$ cat src/rtl/vid_agc_loop.sv
module vid_agc_loop #(
  parameter int DW         = 8,
  parameter int GAIN_INIT  = 128,
  parameter int TGT_LOW    = 68,
  parameter int TGT_HIGH   = 54,
  parameter int CLIP_STEP  = 4,
  parameter int BASE_SHIFT = 2,
  parameter int RUN_LINES  = 8,
  parameter int GOOD_TOL   = 2,
  parameter int BAD_TOL    = 8
) (
  input  logic          clk,
  input  logic          rst_n,
  input  logic          line_end,
  input  logic [DW-1:0] tip_avg,
  input  logic [DW-1:0] porch_avg,
  input  logic [DW-1:0] peak_code,
  input  logic          tgt_sel,
  input  logic          ovf_en,
  input  logic          freeze,
  input  logic [DW-1:0] manual_gain,
  input  logic [1:0]    tc_sel,
  input  logic          fast_en,
  output logic [DW-1:0] gain,
  output logic          locked
);

  localparam int EW  = DW + 2;
  localparam int SW  = DW + 3;
  localparam int CW  = $clog2(RUN_LINES + 1);
  localparam logic [DW-1:0] FULL = {DW{1'b1}};
  localparam logic [CW-1:0] LAST = CW'(RUN_LINES - 1);

  logic signed [EW-1:0] diff_s, tgt_s, err_s, corr_raw;
  logic        [EW-1:0] abs_err;
  logic        [2:0]    shamt;
  logic signed [SW-1:0] corr, sum;
  logic        [DW-1:0] gain_nx;
  logic                 clip, good, bad, freeze_q;
  logic        [CW-1:0] good_cnt, bad_cnt;

  assign diff_s  = $signed({2'b00, porch_avg}) - $signed({2'b00, tip_avg});
  assign tgt_s   = tgt_sel ? EW'(TGT_HIGH) : EW'(TGT_LOW);
  assign err_s   = tgt_s - diff_s;
  assign abs_err = err_s[EW-1] ? EW'(-err_s) : EW'(err_s);
  assign shamt   = 3'(BASE_SHIFT) + {1'b0, tc_sel} - ((fast_en && !locked) ? 3'd1 : 3'd0);
  assign corr_raw = err_s >>> shamt;
  assign clip    = ovf_en && (peak_code == FULL);
  assign good    = abs_err <= EW'(GOOD_TOL);
  assign bad     = abs_err >  EW'(BAD_TOL);

  always_comb begin
    if (clip)
      corr = -SW'(CLIP_STEP);
    else if (err_s != '0 && corr_raw == '0)
      corr = SW'(1);
    else
      corr = SW'(corr_raw);
    sum = $signed({3'b000, gain}) + corr;
    if (sum < 0)
      gain_nx = '0;
    else if (sum > $signed({3'b000, FULL}))
      gain_nx = FULL;
    else
      gain_nx = sum[DW-1:0];
  end

  always_ff @(posedge clk) begin
    if (!rst_n) begin
      gain     <= DW'(GAIN_INIT);
      freeze_q <= 1'b0;
    end else begin
      freeze_q <= freeze;
      if (freeze)
        gain <= manual_gain;
      else if (line_end)
        gain <= gain_nx;
    end
  end

  always_ff @(posedge clk) begin
    if (!rst_n) begin
      locked   <= 1'b0;
      good_cnt <= '0;
      bad_cnt  <= '0;
    end else if (freeze) begin
      good_cnt <= '0;
      bad_cnt  <= '0;
    end else if (freeze_q) begin
      locked   <= 1'b0;
      good_cnt <= '0;
      bad_cnt  <= '0;
    end else if (line_end) begin
      good_cnt <= good ? ((good_cnt == LAST) ? good_cnt : good_cnt + 1'b1) : '0;
      bad_cnt  <= bad  ? ((bad_cnt  == LAST) ? bad_cnt  : bad_cnt  + 1'b1) : '0;
      if (good && good_cnt == LAST) locked <= 1'b1;
      if (bad  && bad_cnt  == LAST) locked <= 1'b0;
    end
  end

  assert_freeze_follow_R7: assert property (@(posedge clk) disable iff (!rst_n)
    freeze |=> gain == $past(manual_gain));

  assert_clip_cut_R4: assert property (@(posedge clk) disable iff (!rst_n)
    (line_end && !freeze && ovf_en && peak_code == FULL) |=> gain <= $past(gain));

  assert_hold_gain_R6: assert property (@(posedge clk) disable iff (!rst_n)
    (!line_end && !freeze) |=> $stable(gain));

  assert_release_unlock_R8: assert property (@(posedge clk) disable iff (!rst_n)
    $fell(freeze) |=> !locked);

  assert_lock_on_line_R9: assert property (@(posedge clk) disable iff (!rst_n)
    $rose(locked) |-> $past(line_end));

  assert_no_wrap_R5: assert property (@(posedge clk) disable iff (!rst_n)
    (line_end && !freeze && !clip && err_s > 0) |=> gain >= $past(gain));

endmodule

$ cat config.mk
export PLATFORM = sky130hd
export DESIGN_NAME = vid_agc_loop
export DESIGN_NICKNAME = d
export VERILOG_FILES = /design/src/rtl/vid_agc_loop.sv
export SDC_FILE = /design/constraint.sdc
export NUM_CORES = 1
export LEC_CHECK = 0
export BUFFER_PORTS_ARGS = -buffer_cell sky130_fd_sc_hd__buf_2
export CAP_MARGIN = 10
export CORE_MARGIN = 2
export CORE_UTILIZATION = 55
export CTS_BUF_LIST = sky130_fd_sc_hd__clkbuf_16
export DETAILED_ROUTE_END_ITERATION = 16
export GPL_TIMING_DRIVEN = 0
export PLACE_DENSITY_LB_ADDON = 0.1
export SYNTH_ARGS = -nofsm -noshare
export SYNTH_HDL_FRONTEND = slang
export SYNTH_SLANG_ARGS = --single-unit
$ cat constraint.sdc
create_clock -name clk -period 16.05 [get_ports clk]
set_input_delay 3.21 -clock clk [delete_from_list [all_inputs] [get_ports clk]]
set_output_delay 3.21 -clock clk [all_outputs]
set_load 0.01 [all_outputs]
# Word-level counts from Yosys, hierarchy flattened
# Cells that the tools add are included.
totals:
  output_inout_bits: 9
  elab_cells: 57
  ff_bits: 18
  input_bits: 41
op_classes:
  n_reduce_logical: 15
  n_eq_ne: 5
  n_mux: 17
  magnitude_cmp: 4
  shifts: 1
  bitwise_logic: 2
  n_addsub: 8
op_table:
  columns: ["cell", "count"]
  rows:
  - ["8-bit 2-to-1 mux", 4]
  - ["11-bit 2-to-1 mux", 2]
  - ["4-bit 2-to-1 mux", 4]
  - ["9-bit by 11-bit adder with 11-bit output", 1]
  - ["11-bit by 9-bit > comparator with 1-bit output (second input constant)", 1]
  - ["11-bit by 1-bit < comparator with 1-bit output (second input constant)", 1]
  - ["10-bit by 4-bit > comparator with 1-bit output (second input constant)", 1]
  - ["10-bit by 2-bit <= comparator with 1-bit output (second input constant)", 1]
  - ["10-bit zero test", 1]
  - ["10-bit 2-to-1 mux", 1]
  - ["10-bit negator", 1]
  - ["10-bit nonzero test", 1]
  - ["10-bit by 3-bit >>> shifter with 10-bit output", 1]
  - ["8-bit by 9-bit subtractor with 10-bit output", 1]
  - ["8-bit by 8-bit subtractor with 9-bit output", 1]
  - ["4-bit by 1-bit adder with 4-bit output (second input constant)", 2]
  - ["4-bit by 3-bit == test with 1-bit output (second input constant)", 2]
  - ["8-bit == test (second input constant)", 1]
  - ["7-bit 2-to-1 mux", 1]
  - ["1-bit logical AND", 5]
  - ["1-bit 2-to-1 mux", 5]
  - ["2-bit inequality test (second input constant)", 2]
  - ["2-bit AND reduction", 2]
  - ["2-bit nonzero test", 2]
  - ["7 further kinds", 8]

# Logic depth before layout (Yosys ltp)
# Gate-level depths: netlist of run 1.
depth:
  ltp_word: 15
  depth_mapped: 33

# Worst setup path after synthesis of run 1
# Ideal clock, no wire load.
synth_timing:
  path_type: "in2reg"
  startpoint: "input porch_avg[0]"
  endpoint: "register gain[7]"
  setup_time_ns: 0.132
  cell_stages: 32
  t_arrival_ns: 9.687
  setup_slack_ns: 6.232
  path_cell_list: "inv_1 ha_1 inv_1 fa_1 a211oi_1 nor2_1 o21a_1 nor2_1 xor2_1 ha_1 and2_1 a221o_1 a31oi_4 xnor2_1 o21ai_0 o21ai_1 or4_1 or4_1 a32oi_1 ha_1 inv_1 fa_1 nand3b_1 a21oi_1 o21ai_0 a21boi_0 or4bb_1 and3_1 o21ai_0 nand2_1 o21ai_0 nand3_1"
synth_between:
  elab_chain_len: 13
synth_rtl:
  columns: ["item", "line_no", "text"]
  rows:
  - ["start: declaration", "16", "input logic [DW-1:0] porch_avg,"]
  - ["8-bit by 8-bit subtractor with 9-bit output (*)", "42", "assign diff_s = $signed({2'b00, porch_avg}) - $signed({2'b00, tip_avg});"]
  - ["8-bit by 9-bit subtractor with 10-bit output (*)", "44", "assign err_s = tgt_s - diff_s;"]
  - ["10-bit by 3-bit >>> shifter with 10-bit output", "47", "assign corr_raw = err_s >>> shamt;"]
  - ["10-bit zero test", "55", "else if (err_s != '0 && corr_raw == '0)"]
  - ["1-bit logical AND", "55", null]
  - ["11-bit 2-to-1 mux (*)", "55", null]
  - ["11-bit 2-to-1 mux (*)", "53", "if (clip)"]
  - ["9-bit by 11-bit adder with 11-bit output (*)", "59", "sum = $signed({3'b000, gain}) + corr;"]
  - ["11-bit by 9-bit > comparator with 1-bit output", "62", "else if (sum > $signed({3'b000, FULL}))"]
  - ["8-bit 2-to-1 mux", "62", null]
  - ["8-bit 2-to-1 mux (*)", "60", "if (sum < 0)"]
  - ["8-bit 2-to-1 mux (*)", "76", "else if (line_end)"]
  - ["8-bit 2-to-1 mux (*)", "74", "if (freeze)"]
  - ["end signal: assignment", "70", "gain <= DW'(GAIN_INIT);"]
  - ["end signal: assignment", "75", "gain <= manual_gain;"]
  - ["end signal: assignment", "77", "gain <= gain_nx;"]
  - ["end: declaration", "24", "output logic [DW-1:0] gain,"]
# Every way passes the cells marked *; elsewhere a longest branch is shown, timed or not. The select of a mux whose other input is x is not followed.
# A chain may end at the register's enable or synchronous reset.

# Final worst setup path of run 1
layout_timing:
  startpoint: "input tip_avg[2]"
  endpoint: "register gain[5]"
layout_between:
  elab_chain_len: 13
layout_rtl:
  columns: ["item", "line_no", "text"]
  rows:
  - ["start: declaration", "15", "input logic [DW-1:0] tip_avg,"]
  - ["8-bit by 8-bit subtractor with 9-bit output (*)", "42", null]
  - ["8-bit by 9-bit subtractor with 10-bit output (*)", "44", null]
  - ["10-bit by 3-bit >>> shifter with 10-bit output", "47", null]
  - ["10-bit zero test", "55", null]
  - ["1-bit logical AND", "55", null]
  - ["11-bit 2-to-1 mux (*)", "55", null]
  - ["11-bit 2-to-1 mux (*)", "53", null]
  - ["9-bit by 11-bit adder with 11-bit output (*)", "59", null]
  - ["11-bit by 9-bit > comparator with 1-bit output", "62", null]
  - ["8-bit 2-to-1 mux", "62", null]
  - ["8-bit 2-to-1 mux (*)", "60", null]
  - ["8-bit 2-to-1 mux (*)", "76", null]
  - ["8-bit 2-to-1 mux (*)", "74", null]
# Marked as above.

==> results of run 1 <==
## metrics by stage
step / power (uW) / cells / worst slack (ps)
after floorplan: 242.9 / 415 / 6232
after global routing: 379.1 / 540 / 4623
after detailed placement: 292.4 / 536 / 5235
final: 349.8 / 540 / 5331
after CTS: 345.6 / 540 / 5439
after global placement: 288.9 / 536 / 5328
## layout make-up
type | instances | area share
timing repair buffer | 49 | 0.06968
tap | 72 | 0.02560
inverter | 26 | 0.02773
sequential | 18 | 0.1024
clock inverter | 1 | 0.001066
clock buffer | 3 | 0.02133
buffer | 17 | 0.01955
multi-input combinational | 354 | 0.7327
## synth_stat cells, types with 6 or more instances
library cell,instances
nand2_1,38
a21oi_1,33
ha_1,28
o21ai_0,27
nor2_1,26
inv_1,25
nand3_1,24
dfxtp_1,18
clkbuf_1,15
a21boi_0,9
xnor2_1,9
xor2_1,9
and2_1,7
nor3b_1,7
o211ai_1,7
a31oi_1,6
and3_1,6
nand2b_1,6
nor2b_1,6
nor3_1,6
o21a_1,6
## cell families after synthesis
family / after synthesis / share of synthesized area
simple gates: 153 / 0.2599
buf+inv: 43 / 0.05358
flops: 18 / 0.1160
mux: 6 / 0.03546
compound gates: 143 / 0.3292
fa+ha+maj: 31 / 0.1322
xor+xnor: 21 / 0.07373
## routing by layer
| layer | routed length [um] | up-vias | global-route usage |
|---|---|---|---|
| li1 | - | 1657 | - |
| met1 | 3791 | 1527 | 0.3779 |
| met5 | 0 | - | 0 |
| met3 | 530 | 14 | 0.03750 |
| met4 | 106 | 0 | 0.05172 |
| met2 | 3497 | 128 | 0.4229 |
## worst min-delay path by stage
stage          depth (start not counted)                       to  slack, ps                     from
3_5_place_dp                           2  bad_cnt[1]$_SDFFE_PP0P_        490  bad_cnt[1]$_SDFFE_PP0P_
3_3_place_gp                           2  bad_cnt[1]$_SDFFE_PP0P_        480  bad_cnt[1]$_SDFFE_PP0P_
6_report                               2  bad_cnt[1]$_SDFFE_PP0P_        500  bad_cnt[1]$_SDFFE_PP0P_
4_1_cts                                2  bad_cnt[1]$_SDFFE_PP0P_        500  bad_cnt[1]$_SDFFE_PP0P_
5_1_grt                                2  bad_cnt[1]$_SDFFE_PP0P_        520  bad_cnt[1]$_SDFFE_PP0P_
2_1_floorplan                          2  bad_cnt[1]$_SDFFE_PP0P_        460  bad_cnt[1]$_SDFFE_PP0P_
## flip-flops by register name (all words and copies together) (netlist names)
register	flops
locked	1
good_cnt	4
gain	8
bad_cnt	4
freeze_q	1
## worst min-delay path, delay by kind of cell (launching register included)
kind / cells / cell delay (ps)
flops: 1 / 340
compound gates: 1 / 50
simple gates: 1 / 60
## cell usage in the layout (no fill, tap or decap), types with 5 or more instances in the layout
cell type   n
a21boi_0    9
xnor2_1     9
nor2b_1     6
nand3_1    24
a21oi_1    33
o211ai_1    7
inv_1      25
nand2b_1    6
a211oi_1    5
a31oi_1     6
nand2_1    38
and2_1      7
o21ai_0    27
nor2_1     26
dfxtp_1    18
xor2_1      9
nor3b_1     7
nor3_1      6
o21a_1      6
and3_1      6
ha_1       28
buf_2      50
clkbuf_1   15
## where the power goes
| part | internal (uW) | switching [uW] | leakage [uW] |
|---|---|---|---|
| combinational | 100 | 148 | 0.00133 |
| clock | 33.2 | 18.6 | 0.0000385 |
| sequential | 47.7 | 2.39 | 0.000147 |
==> results by group, run 1 <==
Synthesis
  • Post-synthesis sequential area ratio: 0.1160
  • Yosys reg bits: 18
  • EDFF count, synth: 0
  • Post-Syn Area per Cell: 7.483 um2
  • Top cells by area, synth: dfxtp_1 (12%), ha_1 (11%), a21oi_1 (5.3%)
  • Largest area contributor in the netlist: dfxtp_1
  • Share of flip-flops with an asynchronous set or reset: 0
  • Cells after synthesis: slightly above 400
  • Synth Flop Type: dfxtp_1
  • Synth cell types: 74
  • Top cell type's share of synthesized area: 0.1160
  • Yosys Warn Count: 0
  • Syn Nets: slightly below 500
  • Syn Std Cell Area: approximately 0.0031 mm2

Floorplanning
  • Number of top-level pins: 50
  • Height of the die: 79.14 um
  • Starting Density: 0.5674
  • Placeable Area: ~0.0055 mm2
  • Die Area: approximately 0.0063 mm2
  • Die W: around 79 um
  • Cell row count: 27

STA
  • Peak Freq: approximately 93 MHz
  • Slew Limit Fails: 0
  • Final hold violation count: 0
  • Clock skew: approximately 2.6 ps
  • Worst slew margin: 0.4757
  • RSZ-0062 raised after global routing: false
  • Final clock period utilization by the worst path: 0.6678
  • Least-Margin Pin Slew: 779.2 ps
  • # setup viols final: 0
  • Hold Slack: 500.7 ps
  • Total negative slack: 0 ps
  • Fin crit period: around 11,000 ps

Routing
  • DR pass1 iterations: 5
  • Final WL: 7.925 mm
  • DRC Markers: 0
  • Routed WL per cell: between 10 and 15 um
  • Final ANT Viol Nets: 0
  • DR vias: 3,326
  • Vias per cell: a little over 6
  • Initial drt markers: around 250

Power and ir drop
  • PD cells: about 99 mW/mm2
  • Maximum VDD drop: between 50 and 60 uV
  • Leak: roughly 0.0015 uW

Clock network
  • Sink Count: 18
  • Post-CTS repair timing setup buffer count: 0
  • Number of gates resized after cts: 0
  • Hold_buf cts: 0
  • Cts bufs inserted: 3
  • Clock slew at reported path FFs: roughly 60 ps
  • CTS Buffer Depth: 2
  • Clock Tree Root: clkbuf_16
  • # H-tree levels: 1
  • CTS tree: built
  • Skew-Pair Late Insertion Delay: ~250 ps

Global routing
  • First-pass GRT wire length: 13.66 mm
  • Grt total ovfl: 0
  • Total track usage: 0.2637
  • Largest net degree at the start of global routing: 11
  • Vias in the first global route: 3,035
  • Initial antenna violation count: 0

Worst setup path
  • CP startpoint: tip_avg[2]
  • WP data arrival: about 11,000 ps
  • CP endpoint: gain[5]$_SDFFE_PN0P_
  • Reg-to-reg slack, setup: a little over 10,000 ps
  • CP Class: in2reg
  • CP Capture Type: flip-flop
  • FF-to-FF Start: locked$_SDFFE_PN0P_
  • Crit path buffers/inverters: 4
  • Slowest stage cell, crit path: or4bb_1
  • Startpoint Class: input port
  • Worst Reg-to-Reg Cells: 23
  • Reg-to-reg endpoint: gain[5]$_SDFFE_PN0P_
  • Max incr delay on CP: roughly 520 ps
  • Levels on crit path: 32
  • Worst Path Max Fanout: 10
  • WP data required: ~16,000 ps
  • Largest delay share family, worst path: compound AO/OA/AOI/OAI gates
  • Cell mode on critical path: o21ai_0

Finish
  • Final Net Count: between 500 and 600
  • Layout area overhead: 13.34%
  • Post-Route Utilization: 0.6431
  • Layout cells sized above 1: 0.1731
  • Ant diodes: 0
  • Final instance area: about 0.0035 mm2
  • Fillers: between 500 and 600
  • Area occupied by multi-input gates: between 0.002 and 0.003 mm2
  • Seq. cell area: between 300 and 400 um2

Place
  • IO Port Bufs: 49
  • Post-DP Area: 0.003441 mm2
  • HPWL Detailed: 6.175 mm
  • Placer Congestion: between 0.9 and 1

Worst hold path
  • Worst Hold Class: reg2reg

Job
  • Max-Cap Viols: 0

Outcome
  • Status: completed
Power figures use the tool's default switching activity.
==> run 2: changes to the inputs <==
Settings changed: CORE_UTILIZATION 55 to 53.
Clock period 16.05 ns to 9.7 ns, I/O delays scaled along.
==> run 2 against run 1 <==
Against the previous run: via count rose by 0.15%; largest cell class unchanged; clock skew about the same; cell area barely moved; highest routed layer unchanged.
==> results by group, run 2 (synthesis results as in run 1) <==
Outcome
  • Status: completed

Power and ir drop
  • Power Total: 578.8 uW (+65%)
  • Internal power: 300.1 uW (+66%)
  • Maximum VDD drop: 80.14 uV (+56%)
  • Clock share of power: 0.146 (-0.002)
  • Combinational cell fraction of total power: 0.711 (+0.002)
  • Psw: 278.8 uW (+65%)
  • Leak: 0.001523 uW (+0.18%)
  • Sw Share: 0.4816 (-0.001323)
  • PD cells: 164.6 mW/mm2 (+66%)
  • Proportion of power drawn by flip-flops and latches: 0.143 (about the same)

Floorplanning
  • Placeable Area: 0.005574 mm2 (+1.9%)
  • Height of the die: 80.55 um (+1.8%)
  • Die W: 80.55 um (+1.8%)
  • Cell row count: 27 (unchanged)
  • Starting Density: 0.5571 (-0.01032)
  • Number of top-level pins: 50 (unchanged)
  • Die Area: 0.006488 mm2 (+3.6%)

Finish
  • Layout area overhead: 13.26% (about the same)
  • Final Net Count: 540 (-0.18%)
  • Register name with the most flops: gain
  • Fillers: 544 (+4.8%)
  • Commonest cells after routing, fill and taps aside: buf_2 (50), nand2_1 (38), a21oi_1 (33), ha_1 (28), o21ai_0 (27)
  • Top flop regs: gain: 8 flops, bad_cnt: 4 flops, good_cnt: 4 flops
  • Ant diodes: 0 (unchanged)
  • Final instance area: 0.003517 mm2 (about the same)
  • Most common cell after layout, fill and taps aside: buf_2
  • Max FFs per register: 8 (unchanged)
  • Layout cells sized above 1: 0.1756 (+0.002512)

Global routing
  • Largest net degree at the start of global routing: 11 (unchanged)
  • Initial antenna violation count: 0 (unchanged)
  • Vias in the first global route: 3,104 (+2.3%)
  • First-pass GRT wire length: 13.70 mm (+0.35%)
  • Grt total ovfl: 0 (unchanged)
  • Total track usage: 0.2572 (-0.006462)

Routing
  • Vias per cell: 6.180 (+0.34%)
  • Final ANT Viol Nets: 0 (unchanged)
  • Routed WL per cell: 14.93 um (+1.8%)
  • DR vias: 3,331 (+0.15%)
  • Initial drt markers: 206 (-17%)
  • DRC Markers: 0 (unchanged)
  • DR pass1 iterations: 5 (unchanged)
  • Final WL: 8.049 mm (+1.6%)

Clock network
  • CTS tree: built
  • Hold_buf cts: 0 (unchanged)
  • Sink Count: 18 (unchanged)
  • Number of gates resized after cts: 0 (unchanged)
  • CTS Buffer Depth: 2 (unchanged)
  • Skew-Pair Late Insertion Delay: 250 ps (about the same)
  • Clock Tree Root: clkbuf_16
  • Clock slew at reported path FFs: 50 ps (about the same)
  • # H-tree levels: 1 (unchanged)
  • Cts bufs inserted: 3 (unchanged)
  • Post-CTS repair timing setup buffer count: 0 (unchanged)

STA
  • Peak Freq: 109.0 MHz
  • # setup viols final: 0 (unchanged)
  • Slew Limit Fails: 0 (unchanged)
  • Final clock period utilization by the worst path: 0.9462
  • Total negative slack: 0 ps (unchanged)
  • Fin crit period: slightly above 9000 ps
  • Final hold violation count: 0 (unchanged)
  • Worst slew margin: 0.4499 (-0.02577)
  • Least-Margin Pin Slew: 817.5 ps (+38.31 ps)
  • Final WS setup: 522.0 ps (-4809 ps)
  • Clock skew: 2.663 ps (+0.07103 ps)
  • RSZ-0062 raised after global routing: false

Worst setup path
  • Startpoint Class: input port
  • CP Capture Type: flip-flop
  • Reg-to-reg endpoint: gain[5]$_SDFFE_PN0P_
  • CP Class: in2reg
  • FF-to-FF Start: locked$_SDFFE_PN0P_
  • Max incr delay on CP: 500 ps (-20 ps)
  • Reg-to-reg slack, setup: 3910 ps (-6150 ps)
  • WP data arrival: 9310 ps (-1550 ps)
  • Worst Path Max Fanout: 7 (-3)
  • Worst Reg-to-Reg Cells: 23 (unchanged)
  • Cell mode on critical path: o21ai_0
  • WP data required: 9830 ps (-6360 ps)
  • Slowest stage cell, crit path: or4bb_1

Place
  • IO Port Bufs: 49 (unchanged)
  • HPWL Detailed: 6.417 mm (+3.9%)
  • Pre-CTS setup slack: 250.7 ps (-4985 ps)
  • Post-DP Area: 0.003441 mm2 (unchanged)
  • Placer Congestion: 0.9700 (+1.1%)

Job
  • Max-Cap Viols: 0 (unchanged)

Worst hold path
  • Hold depth: 2 (unchanged)
  • Worst Hold Launch: bad_cnt[0]$_SDFFE_PP0P_
  • Worst Hold Class: reg2reg
  • WHS Endpoint: bad_cnt[0]$_SDFFE_PP0P_
[run 2: per-stage QoR]
stage	util	std cells	hold slack [ps]
6_report	0.6310	539	511.3
3_5_place_dp	0.6173	536	501.8
2_1_floorplan	-	415	462.1
3_3_place_gp	0.6173	536	482.7
4_1_cts	0.6314	540	511.0
5_1_grt	0.6310	539	534.8
[run 2: worst max-delay path: cells and delay by family]
family	cells	cell delay (ps)
compound gates	13	2730
simple gates	9	2440
fa+ha+maj	5	1530
xor+xnor	2	390
buf+inv	4	240
[run 2: worst max-delay path by stage]
stage          cells after the start              endpoint         start
4_1_cts                           33  gain[5]$_SDFFE_PN0P_  porch_avg[0]
3_5_place_dp                      33  gain[5]$_SDFFE_PN0P_  porch_avg[0]
5_1_grt                           32  gain[3]$_SDFFE_PN0P_  porch_avg[0]
2_1_floorplan                     32  gain[7]$_SDFFE_PN1P_  porch_avg[0]
6_report                          33  gain[5]$_SDFFE_PN0P_  porch_avg[0]
3_3_place_gp                      32  gain[7]$_SDFFE_PN1P_    tip_avg[2]
[run 2: area by class of cell]
cell class                 instances  area, um2  area share
inverter                          26      97.59     0.02775
timing repair buffer              49      245.2     0.06973
multi-input combinational        354       2579      0.7332
buffer                            16      66.31     0.01885
clock buffer                       3      75.07     0.02134
sequential                        18      360.3      0.1025
tap                               72      90.09     0.02561
clock inverter                     1      3.754    0.001067
[run 2: routing by layer]
metal,vias to the layer above,track usage,part of all wire
li1,1660,-,-
met1,1570,0.3516,0.48
met2,95,0.4383,0.47
met3,6,0.03146,0.049
met4,0,0.04407,0.0065
met5,-,0,0
[run 2: power groups by stage]
stage | Combinational [uW] | Sequential (uW) | Clock, uW
after floorplan | 316 | 85.7 | 0
after global placement | 396 | 84.2 | 0
after detailed placement | 403 | 84.3 | 0
after CTS | 405 | 82.7 | 86.6
after global routing | 458 | 83.3 | 88.0
final | 411 | 82.8 | 84.7
==> run 3: changes to the inputs <==
Clock period 9.7 ns to 7.7 ns, I/O delays scaled along.
==> run 3 against run 2 <==
Against the previous run: the flow now finishes with violations (setup timing); critical path depth up 1; count of clock-buffer cells in the layout stayed put; power grew 64%; critical path type unchanged; largest cell class unchanged.
==> results by group, run 3 (synthesis results as in run 1) <==
Outcome
  • Failing checks: setup timing
  • Status: finished, violations left

Finish
  • Ant diodes: 0 (unchanged)
  • Top flop regs: gain: 8 flops, bad_cnt: 4 flops, good_cnt: 4 flops
  • Final Net Count: 594 (+10%)
  • Register name with the most flops: gain
  • Commonest cells after routing, fill and taps aside: buf_4 (51), buf_2 (49), nand2_1 (37), a21oi_1 (28), nor2_1 (24)
  • Fillers: 434 (-20%)
  • Final instance area: 0.004179 mm2 (+19%)
  • Layout cells sized above 1: 0.3462 (+0.1706)
  • Most common cell after layout, fill and taps aside: buf_4
  • Max FFs per register: 8 (unchanged)
  • Layout area overhead: 34.57%

Floorplanning
  • Starting Density: 0.5571 (unchanged)
  • Placeable Area: 0.005574 mm2 (unchanged)
  • Die Area: 0.006488 mm2 (unchanged)
  • Cell row count: 27 (unchanged)
  • Number of top-level pins: 50 (unchanged)
  • Height of the die: 80.55 um (unchanged)
  • Die W: 80.55 um (unchanged)

Global routing
  • Largest net degree at the start of global routing: 11 (unchanged)
  • Vias in the first global route: 3,458 (+11%)
  • Total track usage: 0.2913 (+0.03409)
  • Grt total ovfl: 0 (unchanged)
  • Initial antenna violation count: 0 (unchanged)
  • First-pass GRT wire length: 15.20 mm (+11%)

Worst hold path
  • Hold depth: 2 (unchanged)
  • Worst Hold Class: reg2reg

Clock network
  • Clock Tree Root: clkbuf_16
  • CTS tree: built
  • Clock slew at reported path FFs: 50 ps (about the same)
  • Sink Count: 18 (unchanged)
  • # H-tree levels: 1 (unchanged)
  • Hold_buf cts: 0 (unchanged)
  • Skew-Pair Late Insertion Delay: 250 ps (about the same)
  • Cts bufs inserted: 3 (unchanged)
  • CTS Buffer Depth: 2 (unchanged)

STA
  • Clock skew: 3.950 ps (+1.288 ps)
  • Final clock period utilization by the worst path: 1.045
  • RSZ-0062 raised after global routing: true
  • Fin crit period: about 8000 ps
  • Final hold violation count: 0 (unchanged)
  • Slew Limit Fails: 0 (unchanged)
  • Final WS setup: -347.1 ps (-869.1 ps)
  • Least-Margin Pin Slew: 873.0 ps (+55.46 ps)
  • Total negative slack: -2504 ps (-2504 ps)
  • Peak Freq: between 100 and 150 MHz
  • # setup viols final: 8 (+8)
  • Worst slew margin: 0.4126 (-0.03731)
  • Hold Slack: 489.3 ps (-22.02 ps)

Place
  • HPWL Detailed: 6.197 mm (-3.4%)
  • Pre-CTS setup slack: -756.0 ps (-1007 ps)
  • Placer Congestion: 0.9929 (+2.4%)
  • IO Port Bufs: 49 (unchanged)
  • Post-DP Area: 0.003482 mm2 (+1.2%)

Worst setup path
  • Crit path buffers/inverters: 5 (+1)
  • Max incr delay on CP: 520 ps (+20 ps)
  • WP data required: 7820 ps (-2010 ps)
  • Slowest stage cell, crit path: or4_4
  • CP Class: in2reg
  • Levels on crit path: 34 (+3.0%)
  • Worst Path Max Fanout: 7 (unchanged)
  • Largest delay share family, worst path: compound AO/OA/AOI/OAI gates
  • Worst Reg-to-Reg Cells: 23 (unchanged)
  • Startpoint Class: input port
  • CP Capture Type: flip-flop
  • WP data arrival: 8160 ps (-1150 ps)

Power and ir drop
  • Sw Share: 0.4672 (-0.01444)
  • Clock share of power: 0.109 (-0.037)
  • Psw: 443.5 uW (+59%)
  • Maximum VDD drop: 135.0 uV (+68%)
  • PD cells: 227.2 mW/mm2 (+38%)
  • Leak: 0.001834 uW (+20%)
  • Internal power: 505.9 uW (+69%)
  • Combinational cell fraction of total power: 0.781 (+0.070)
  • Proportion of power drawn by flip-flops and latches: 0.110 (-0.033)

Routing
  • Initial drt markers: 314 (+52%)
  • Final WL: 9.708 mm (+21%)
  • DRC Markers: 0 (unchanged)
  • DR vias: 3,709 (+11%)
  • Routed WL per cell: 16.40 um (+9.8%)
  • Vias per cell: 6.265 (+1.4%)
  • Final ANT Viol Nets: 0 (unchanged)
  • DR pass1 iterations: 5 (unchanged)

Job
  • Max-Cap Viols: 0 (unchanged)
## run 3: cell types whose count changed in the layout (fill, tap and decap cells not counted), sizes merged
| cell | before | now |
|---|---|---|
| clkinv | 2 | 1 |
| buf | 51 | 104 |
| clkbuf | 17 | 18 |
## run 3: timing repair
item | CTS | global route
endpoints found under the setup margin | 8 | 8
buffers inserted | 46 | 8
resized for setup | 36 | 25
pin swaps | 30 | 33
gates cloned | 0 | 0
## run 3: power groups by stage
stage | registers (uW) | logic, uW | clock network, uW
after floorplan | 108 | 414 | 0
after CTS | 104 | 648 | 105
after global placement | 106 | 516 | 0
after detailed placement | 106 | 525 | 0
after global routing | 105 | 791 | 109
final | 105 | 741 | 104
## run 3: tightest hold or removal path: stages (launching register included)
cell and delay [ps]:
dfxtp_1 330, nand2_1 60, a21oi_1 50
## run 3: path summary, 6_finish.rpt
path                                                  to                     start  slack, ps
worst max-delay path                gain[7]$_SDFFE_PN1P_              porch_avg[0]       -350
worst min-delay path            good_cnt[3]$_SDFFE_PP0P_  good_cnt[3]$_SDFFE_PP0P_        490
worst max register to register      gain[7]$_SDFFE_PN1P_       locked$_SDFFE_PN0P_       2150
worst min register to register  good_cnt[3]$_SDFFE_PP0P_  good_cnt[3]$_SDFFE_PP0P_        490
## run 3: cell type report
class,instances,area (um2),area share
plain buffers,17,80.08,0.01916
clock buffers,3,75.07,0.01796
inverters,26,100.1,0.02395
multi-input cells,354,2813,0.6731
flip-flops and latches,18,360.3,0.08623
well taps,72,90.09,0.02156
repair buffers,102,660.6,0.1581
## run 3: stage by stage
step           std cells  total power, uW  utilization
4_1_cts              585            856.7       0.7196
3_5_place_dp         536            631.3       0.6247
5_1_grt              592             1005       0.7497
2_1_floorplan        415            522.0            -
3_3_place_gp         536            622.3       0.6247
6_report             592            949.4       0.7497
## run 3: routing by layer
layer / vias to the layer above / part of all wire / GRT usage
met5: - / 0 / 0
met4: 0 / 0.029 / 0.08814
met3: 34 / 0.058 / 0.04494
met2: 172 / 0.49 / 0.5200
met1: 1736 / 0.43 / 0.3575
li1: 1767 / - / -
